<file path="config.mk">
export PLATFORM = sky130hd
export DESIGN_NAME = xbus_stretch_seq
export DESIGN_NICKNAME = d
export VERILOG_FILES = /design/src/rtl/xbus_pkg.sv /design/src/rtl/xbus_timing_decode.sv /design/src/rtl/xbus_phase_gen.sv /design/src/rtl/xbus_strobe_decode.sv /design/src/rtl/xbus_stretch_seq.sv
export SDC_FILE = /design/constraint.sdc
export NUM_CORES = 1
export LEC_CHECK = 0
export BUFFER_PORTS_ARGS = -buffer_cell sky130_fd_sc_hd__buf_2
export CAP_MARGIN = 0
export CORE_ASPECT_RATIO = 0.6
export CORE_MARGIN = 1.5
export CORE_UTILIZATION = 57
export CTS_CLUSTER_DIAMETER = 200
export DETAILED_ROUTE_END_ITERATION = 7
export GPL_ROUTABILITY_DRIVEN = 0
export PLACE_DENSITY = 0.81
export SLEW_MARGIN = 5
export SYNTH_ARGS = -nofsm -noshare
export SYNTH_HDL_FRONTEND = slang
export SYNTH_HIERARCHICAL = 1
export SYNTH_SLANG_ARGS = --single-unit
</file>
<file path="constraint.sdc">
create_clock -name clk -period 7.25 [get_ports clk]
set_input_delay 0 -clock clk [delete_from_list [all_inputs] [get_ports clk]]
set_output_delay 0 -clock clk [all_outputs]
set_load 0.05 [all_outputs]
</file>
<file path="src/rtl/xbus_pkg.sv">
package xbus_pkg;
  localparam int QPC     = 4;
  localparam int MAX_CYC = 12;
  localparam int TW      = $clog2(QPC * MAX_CYC);

  typedef enum logic [1:0] {
    BAND_ZERO,
    BAND_LOW,
    BAND_HIGH
  } band_e;

  typedef struct packed {
    logic [TW-1:0] last;
    logic [TW-1:0] lead;
    logic [TW-1:0] rise;
  } timing_t;
endpackage

</file>
<file path="src/rtl/xbus_timing_decode.sv">
module xbus_timing_decode
  import xbus_pkg::*;
#(
  parameter int ST_W = 3
) (
  input  logic [ST_W-1:0] stretch,
  output timing_t         tim
);
  localparam int LOW_BASE  = 2;
  localparam int HIGH_BASE = 5;

  band_e         band;
  logic [TW-1:0] cyc;
  logic [TW-1:0] quarters;
  logic [TW-1:0] hold;

  always_comb begin
    if (stretch == '0)             band = BAND_ZERO;
    else if (!stretch[ST_W-1])     band = BAND_LOW;
    else                           band = BAND_HIGH;

    // break at the top bit: the upper half of settings adds three cycles
    cyc = TW'(stretch) + (stretch[ST_W-1] ? TW'(HIGH_BASE) : TW'(LOW_BASE));
    quarters = TW'(cyc * TW'(QPC));

    unique case (band)
      BAND_ZERO: begin tim.lead = TW'(1); hold = TW'(1); end
      BAND_LOW:  begin tim.lead = TW'(2); hold = TW'(1); end
      default:   begin tim.lead = TW'(5); hold = TW'(4); end
    endcase
    tim.last = quarters - TW'(1);
    tim.rise = quarters - hold;
  end
endmodule

</file>
<file path="src/rtl/xbus_phase_gen.sv">
module xbus_phase_gen #(
  parameter int QPC = 4
) (
  input  logic clk,
  input  logic rst,
  output logic wrap
);
  localparam int PW = (QPC > 1) ? $clog2(QPC) : 1;

  logic [PW-1:0] ph;

  always_ff @(posedge clk) begin
    if (rst)                       ph <= '0;
    else if (ph == PW'(QPC - 1))   ph <= '0;
    else                           ph <= ph + PW'(1);
  end

  assign wrap = (ph == PW'(QPC - 1));

  assert_phase_range_R11: assert property (@(posedge clk) disable iff (rst)
    wrap |=> (ph == '0));
endmodule

</file>
<file path="src/rtl/xbus_strobe_decode.sv">
module xbus_strobe_decode
  import xbus_pkg::*;
#(
  parameter int ADDR_W = 16,
  parameter int DATA_W = 8
) (
  input  logic              active,
  input  logic [TW-1:0]     t,
  input  timing_t           tim,
  input  logic              is_wr,
  input  logic              mux,
  input  logic              quiet,
  input  logic              idle_tick,
  input  logic [ADDR_W-1:0] addr,
  input  logic [DATA_W-1:0] wdata,
  output logic              ale,
  output logic              rd_n,
  output logic              wr_n,
  output logic              ce_n,
  output logic              dq_oe,
  output logic [DATA_W-1:0] dq
);
  logic [DATA_W-1:0] addr_lo;
  logic              in_lead;
  logic              strobe_on;

  generate
    if (DATA_W <= ADDR_W) begin : g_narrow
      assign addr_lo = addr[DATA_W-1:0];
    end else begin : g_wide
      assign addr_lo = {{(DATA_W-ADDR_W){1'b0}}, addr};
    end
  endgenerate

  always_comb begin
    in_lead   = (t < tim.lead);
    strobe_on = !in_lead && (t < tim.rise);
    ale   = !quiet && idle_tick;
    rd_n  = 1'b1;
    wr_n  = 1'b1;
    ce_n  = 1'b1;
    dq_oe = 1'b0;
    dq    = '0;
    if (active) begin
      ale  = (t == '0);
      ce_n = 1'b0;
      rd_n = !(strobe_on && !is_wr);
      wr_n = !(strobe_on && is_wr);
      if (mux && in_lead) begin
        dq    = addr_lo;
        dq_oe = 1'b1;
      end else if (is_wr && !in_lead) begin
        dq    = wdata;
        dq_oe = 1'b1;
      end
    end
  end
endmodule

</file>
<file path="src/rtl/xbus_stretch_seq.sv">
module xbus_stretch_seq
  import xbus_pkg::*;
#(
  parameter int ADDR_W = 16,
  parameter int DATA_W = 8
) (
  input  logic              clk,
  input  logic              rst,
  input  logic              start_i,
  input  logic              write_i,
  input  logic [ADDR_W-1:0] addr_i,
  input  logic [DATA_W-1:0] wdata_i,
  input  logic [2:0]        stretch_i,
  input  logic              ale_quiet_i,
  input  logic              mux_mode_i,
  input  logic [DATA_W-1:0] rdata_i,
  output logic              ale_o,
  output logic              rd_n_o,
  output logic              wr_n_o,
  output logic              ce_n_o,
  output logic [ADDR_W-1:0] addr_o,
  output logic [DATA_W-1:0] dq_o,
  output logic              dq_oe_o,
  output logic [DATA_W-1:0] rdata_q_o,
  output logic              done_o
);
  timing_t tim_in, tim_q, tim_n;
  logic              busy_q, busy_n;
  logic [TW-1:0]     t_q, t_n;
  logic              is_wr_q, is_wr_n;
  logic              mux_q, mux_n;
  logic [ADDR_W-1:0] addr_q, addr_n;
  logic [DATA_W-1:0] wdata_q, wdata_n;
  logic              accept, at_end, capture;
  logic              idle_tick;
  logic              d_ale, d_rd_n, d_wr_n, d_ce_n, d_oe;
  logic [DATA_W-1:0] d_dq;

  xbus_timing_decode #(.ST_W(3)) u_timing (
    .stretch (stretch_i),
    .tim     (tim_in)
  );

  xbus_phase_gen #(.QPC(QPC)) u_phase (
    .clk  (clk),
    .rst  (rst),
    .wrap (idle_tick)
  );

  always_comb begin
    accept  = !busy_q && start_i;
    at_end  = busy_q && (t_q == tim_q.last);
    capture = busy_q && !is_wr_q && (t_q == tim_q.rise - TW'(1));
    busy_n  = busy_q;
    t_n     = t_q;
    if (busy_q) begin
      if (at_end) begin
        busy_n = 1'b0;
        t_n    = '0;
      end else begin
        t_n = t_q + TW'(1);
      end
    end else if (start_i) begin
      busy_n = 1'b1;
      t_n    = '0;
    end
    is_wr_n = accept ? write_i    : is_wr_q;
    mux_n   = accept ? mux_mode_i : mux_q;
    addr_n  = accept ? addr_i     : addr_q;
    wdata_n = accept ? wdata_i    : wdata_q;
    tim_n   = accept ? tim_in     : tim_q;
  end

  xbus_strobe_decode #(.ADDR_W(ADDR_W), .DATA_W(DATA_W)) u_strobe (
    .active    (busy_n),
    .t         (t_n),
    .tim       (tim_n),
    .is_wr     (is_wr_n),
    .mux       (mux_n),
    .quiet     (ale_quiet_i),
    .idle_tick (idle_tick),
    .addr      (addr_n),
    .wdata     (wdata_n),
    .ale       (d_ale),
    .rd_n      (d_rd_n),
    .wr_n      (d_wr_n),
    .ce_n      (d_ce_n),
    .dq_oe     (d_oe),
    .dq        (d_dq)
  );

  always_ff @(posedge clk) begin
    if (rst) begin
      busy_q    <= 1'b0;
      t_q       <= '0;
      is_wr_q   <= 1'b0;
      mux_q     <= 1'b0;
      addr_q    <= '0;
      wdata_q   <= '0;
      tim_q     <= '0;
      ale_o     <= 1'b0;
      rd_n_o    <= 1'b1;
      wr_n_o    <= 1'b1;
      ce_n_o    <= 1'b1;
      addr_o    <= '0;
      dq_o      <= '0;
      dq_oe_o   <= 1'b0;
      rdata_q_o <= '0;
      done_o    <= 1'b0;
    end else begin
      busy_q  <= busy_n;
      t_q     <= t_n;
      is_wr_q <= is_wr_n;
      mux_q   <= mux_n;
      addr_q  <= addr_n;
      wdata_q <= wdata_n;
      tim_q   <= tim_n;
      ale_o   <= d_ale;
      rd_n_o  <= d_rd_n;
      wr_n_o  <= d_wr_n;
      ce_n_o  <= d_ce_n;
      addr_o  <= addr_n;
      dq_o    <= d_dq;
      dq_oe_o <= d_oe;
      done_o  <= at_end;
      if (capture) rdata_q_o <= rdata_i;
    end
  end

  assert_strobe_exclusive_R4: assert property (@(posedge clk) disable iff (rst)
    !(!rd_n_o && !wr_n_o));

  assert_strobe_inside_ce_R5: assert property (@(posedge clk) disable iff (rst)
    (!rd_n_o || !wr_n_o) |-> !ce_n_o);

  assert_done_single_R9: assert property (@(posedge clk) disable iff (rst)
    done_o |=> !done_o);

  assert_done_after_ce_R2: assert property (@(posedge clk) disable iff (rst)
    done_o |-> ce_n_o);

  assert_busy_start_ignored_R10: assert property (@(posedge clk) disable iff (rst)
    (!ce_n_o && start_i) |=> $stable(addr_o));

  assert_window_order_R3: assert property (@(posedge clk) disable iff (rst)
    busy_q |-> (tim_q.lead < tim_q.rise));
endmodule

</file>
Word level (Yosys, flattened, before mapping)
Cells that the tools add are included.
Widths: inputs -> output; s select.
- bits of input ports: 41
- output and inout bits: 38
- register bits after elaboration: 75
- logic and storage cells: 77
- multiplexer cells: 22
- bitwise operators: 1
- equal/unequal tests: 4
- magnitude comparators: 2
- reduce and logical (&&, ||, !) cells: 23
- add/subtract/negate cells: 6
- operators by type and width (cell ; count):
    $mux 8 ; 4
    $mux 6 ; 3
    $eq 6x6->1 ; 2
    $lt 6x6->1 ; 2
    $mux 12 ; 1
    $sub 6x1->6 const B ; 2
    $logic_and 1x1->1 ; 10
    $mux 1 ; 9
    $logic_not 1->1 ; 7
    $add 6x1->6 const B ; 1
    $logic_not 6->1 ; 1
    $mux 3 ; 2
    $pmux 3 s2 ; 1
    $reduce_or 2->1 ; 3
    $sub 6x3->6 ; 1
    $add 3x4->4 ; 1
    $mux 2 ; 2
    $logic_not 3->1 ; 1
    $add 2x1->2 const B ; 1
    $eq 2x1->1 const B ; 1
    $eq 2x2->1 const B ; 1
    $logic_not 2->1 ; 1
    $not 1->1 ; 1

Logic depth before layout (Yosys ltp)
- depth in word-level cells: 12
- gate-level depth with buffers: 14
- mapped depth without buffers: 13

Modules after synthesis
The synthesis kept the hierarchy.
- modules (own cells, without submodules) (module ; cells each ; seq. area each (um2) ; instances ; area an instance (um2)):
    xbus_stretch_seq ; 282 ; 1461.4 ; 1 ; 3040.4
    xbus_strobe_decode ; 75 ; 0.0 ; 1 ; 499.2
    xbus_timing_decode ; 33 ; 0.0 ; 1 ; 237.7
    xbus_phase_gen ; 5 ; 40.0 ; 1 ; 75.1

Worst setup path before layout
No wires, ideal clock.
- path kind: reg2reg
- start: register t_q[2]
- end: register rd_n_o
- stages on the path, launching flop included: 13
- data arrival time: 2600 ps
- period minus slack after synthesis: 2724 ps
- slack: 4526 ps
- path buffers: 2
- library setup time: 123 ps
- path through: dfxtp_1 buf_2 xor2_1 nor4_1 a21boi_2 a41oi_1 a31oi_1 ha_1 nand4_1 o221ai_2 buf_6 nand3_1 or2_2
- cells in the longest elaborated chain, start to end: 9
- RTL lines (what ; RTL line ; text):
    start: declaration ; xbus_stretch_seq.sv:29 ; logic [TW-1:0] t_q, t_n;
    start signal: assignment ; xbus_stretch_seq.sv:112 ; t_q <= t_n;
    branches (longest 2 deep; another with $add 6x1->6) ; - ;
    $mux 6 (*) ; xbus_stretch_seq.sv:57 ; if (at_end) begin
    $mux 6 (*) ; xbus_stretch_seq.sv:56 ; if (busy_q) begin
    via t_n[5] ; xbus_stretch_seq.sv:29 ;
    $lt 6x6->1 ; xbus_strobe_decode.sv:36 ; in_lead = (t < tim.lead);
    $logic_not 1->1 ; xbus_strobe_decode.sv:37 ; strobe_on = !in_lead && (t < tim.rise);
    $logic_and 1x1->1 (*) ; xbus_strobe_decode.sv:37 ;
    $logic_and 1x1->1 (*) ; xbus_strobe_decode.sv:47 ; rd_n = !(strobe_on && !is_wr);
    $logic_not 1->1 (*) ; xbus_strobe_decode.sv:47 ;
    end signal: assignment ; xbus_stretch_seq.sv:119 ; rd_n_o <= d_rd_n;
    end: declaration ; xbus_stretch_seq.sv:18 ; output logic rd_n_o,
Mark *: on every way through the listed nets, which the timed path passes.
A chain may end at the register's enable or synchronous reset.

Final worst setup path
- start: register t_q[2]
- end: register wr_n_o
- cells in the longest elaborated chain, start to end: 9
- RTL lines (what ; RTL line ; text):
    branches (longest 2 deep; another with $add 6x1->6) ; - ;
    $mux 6 (*) ; xbus_stretch_seq.sv:57 ;
    $mux 6 (*) ; xbus_stretch_seq.sv:56 ;
    via t_n[5] ; xbus_stretch_seq.sv:29 ;
    $lt 6x6->1 ; xbus_strobe_decode.sv:36 ;
    $logic_not 1->1 ; xbus_strobe_decode.sv:37 ;
    $logic_and 1x1->1 (*) ; xbus_strobe_decode.sv:37 ;
    $logic_and 1x1->1 (*) ; xbus_strobe_decode.sv:48 ; wr_n = !(strobe_on && is_wr);
    $logic_not 1->1 (*) ; xbus_strobe_decode.sv:48 ;
    end signal: assignment ; xbus_stretch_seq.sv:120 ; wr_n_o <= d_wr_n;
    end: declaration ; xbus_stretch_seq.sv:19 ; output logic wr_n_o,
Marked as above.

==> run summary <==
outcome - complete, no violations
library cells used by synthesis - 48
fill cell count - 487
# DRC - 0
largest net degree at the start of global routing - 84
max-cap violation count - 0
grt total ovfl - 0
pwr/cell area - 214.1 mW/mm^2
Clock Sinks - 75
routed via count - 2906
min cycle time layout - 3.518 ns
Max Fclk - 0.2843 GHz
clock slew at reported path FFs - 0.07 ns
Crit. End Element - flip-flop
layout cells sized above 1 - 0.3216
final number of hold-violating endpoints - 0
area leader, netlist - dfxtp_1
Tot GR Track Use - 0.2501
CTS buffer count - 9
Synth top area share - 0.3897
# Post-CTS Setup Buffers - 0
Mapped Area - 0.003852 mm^2
Mean Syn Cell Area - 9.753 um^2
critical path class - flip-flop to flip-flop
Initial Util - 0.6112
core area - 0.006304 mm^2
final setup vio count - 0
initial antenna violation count - 0
Layout area overhead - 18.97%
final core occ - 0.7271
later-pin clock latency in the skew report - 0.35 ns
first-pass GRT wire length - 13590 um
RSZ-0062 raised after global routing - false
Data arrival, critical path - 3.76 ns
Max Slew Vio Count - 0
CTS max path bufs - 2
Hold Path Class - input pin to flip-flop
drt via density - 5.134
Seq/Total Area, Yosys - 0.3897
dpl hpwl - 5925 um
Std-Cell Rows - 22
DIE HEIGHT - 66.68 um
DRT Wirelength - 8559 um
global-route track usage on met3 - 0.08611
Chip Width - 109.1 um
final net count - 536
Yosys reg bits - 75
Setup TNS Final - 0 ns
LEAKAGE - 2.036 nW
Post-DRT Antenna Nets - 0
Area contributors post-synth - dfxtp_1, mux2_2, nor2b_1
TritonRoute pass-1 iters - 4
I/O pin cnt - 79
max_slew headroom - 0.2594
initial drt markers - 162
CP startpoint kind - flip-flop
Die ar. - 0.007277 mm^2
diode count - 0
yosys warns - 6
GR Util met2 - 0.3844
Final period util - 0.4852
port buffer count - 78
CP required - 7.49 ns
GR Util met1 - 0.3237
worst vdd ir - 0.0001278 V
Layout Skew - 0.006164 ns
Slew @ Worst Pin - 1.111 ns
root buf cell - clkbuf_8
wire per inst - 15.12 um
H-tree depth - 3
post-cts sizing count - 0
Synth Flop Type - dfxtp_1
Mapped Cells - 395
Crit Path Max Fanout - 11
Pwr Total - 981.1 uW
most frequent cells in the layout - buf_2, dfxtp_1, nor2b_1, mux2_2, dlygate4sd3_1
Most Crowded Layer GR - met2
vias in the first global route - 2839
EDFF count, synth - 0
commonest non-fill, non-tap cell in the layout - buf_2
Async SR Flop Fraction - 0
CTS tree - built
-- flip-flops by register name, summed over array words and instances (netlist names) --
| register | count |
|---|---|
| t_q | 6 |
| addr_q | 16 |
| dq_o | 8 |
| ale_o | 1 |
| dq_oe_o | 1 |
| tim_q | 18 |
| ce_n_o | 1 |
| mux_q | 1 |
| wr_n_o | 1 |
| done_o | 1 |
| wdata_q | 8 |
| is_wr_q | 1 |
| rdata_q_o | 8 |
| u_phase/ph | 2 |
| busy_q | 1 |
| rd_n_o | 1 |
-- cells by family after synthesis --
kind of cell | Yosys count | share of synthesized area
simple gates | 140 | 0.2072
flops | 75 | 0.3897
mux | 63 | 0.1783
buf+inv | 52 | 0.06528
compound gates | 30 | 0.06204
fa+ha+maj | 17 | 0.05716
xor+xnor | 16 | 0.03833
other cells | 2 | 0.001949
-- stage by stage --
| stage | setup WS, ns | hold slack, ns | std cells | instance area (um^2) |
|---|---|---|---|---|
| after floorplan | 4.526 | 0.07074 | 398 | 3864 |
| after global placement | 3.927 | 0.2668 | 529 | 4195 |
| after detailed placement | 3.795 | 0.2713 | 529 | 4195 |
| after CTS | 3.778 | 0.0005179 | 566 | 4583 |
| after global routing | 3.400 | 0.02240 | 566 | 4583 |
| final | 3.732 | 0.01868 | 566 | 4583 |
-- layout make-up --
type	instances	area, um^2	area share
sequential	75	1501	0.3276
clock buffer	10	137.6	0.03003
multi-input combinational	271	2113	0.4611
clock inverter	5	30.03	0.006552
timing repair buffer	101	618.1	0.1349
inverter	20	77.57	0.01693
tap	84	105.1	0.02293
-- cells in the mapped netlist (4+ instances only) --
library cell and count:
buf_2 7, a21oi_1 8, dfxtp_1 75, clkbuf_1 13, nand2b_1 19, or2_2 4
mux2_2 45, a31oi_1 4, nand2_1 19, nor2_1 10, xnor2_1 6, mux2i_1 18
inv_1 18, nor2b_1 60, xor2_1 9, ha_1 16, nand3_1 14, buf_4 8
-- worst paths after layout --
check                           slack (ns)             to          start  depth (start not counted)
worst max-delay path                  3.73         wr_n_o         t_q[2]                         10
worst min-delay path                  0.02      addr_q[4]      addr_i[4]                          3
worst max register to register        3.73         wr_n_o         t_q[2]                         10
worst min register to register        0.44  u_phase/ph[0]  u_phase/ph[0]                          1
-- power breakdown --
part	internal, mW	switching (mW)
Combinational	0.108	0.139
Sequential	0.438	0.0159
Clock	0.130	0.150
-- layer usage --
metal  wire, um  vias up
met4        133        0
met1       3983     1329
met3        695       12
li1           -     1466
met5          0        -
met2       3746       99
-- what timing repair did --
action,in CTS,in global routing
hold buffers,22,0
endpoints found under the setup margin,0,0
endpoints found under the hold margin,22,0
-- critical path, cell delays in order, from the launching register on --
cell,delay [ns]
dfxtp_1,0.54
xor2_1,0.13
nor4_1,0.50
a21boi_2,0.23
a41oi_1,0.32
a31oi_1,0.13
ha_1,0.36
nand4_1,0.12
o221ai_2,0.65
nand3_1,0.12
or2_2,0.30
Note: power is estimated with default switching activity, not from simulation.
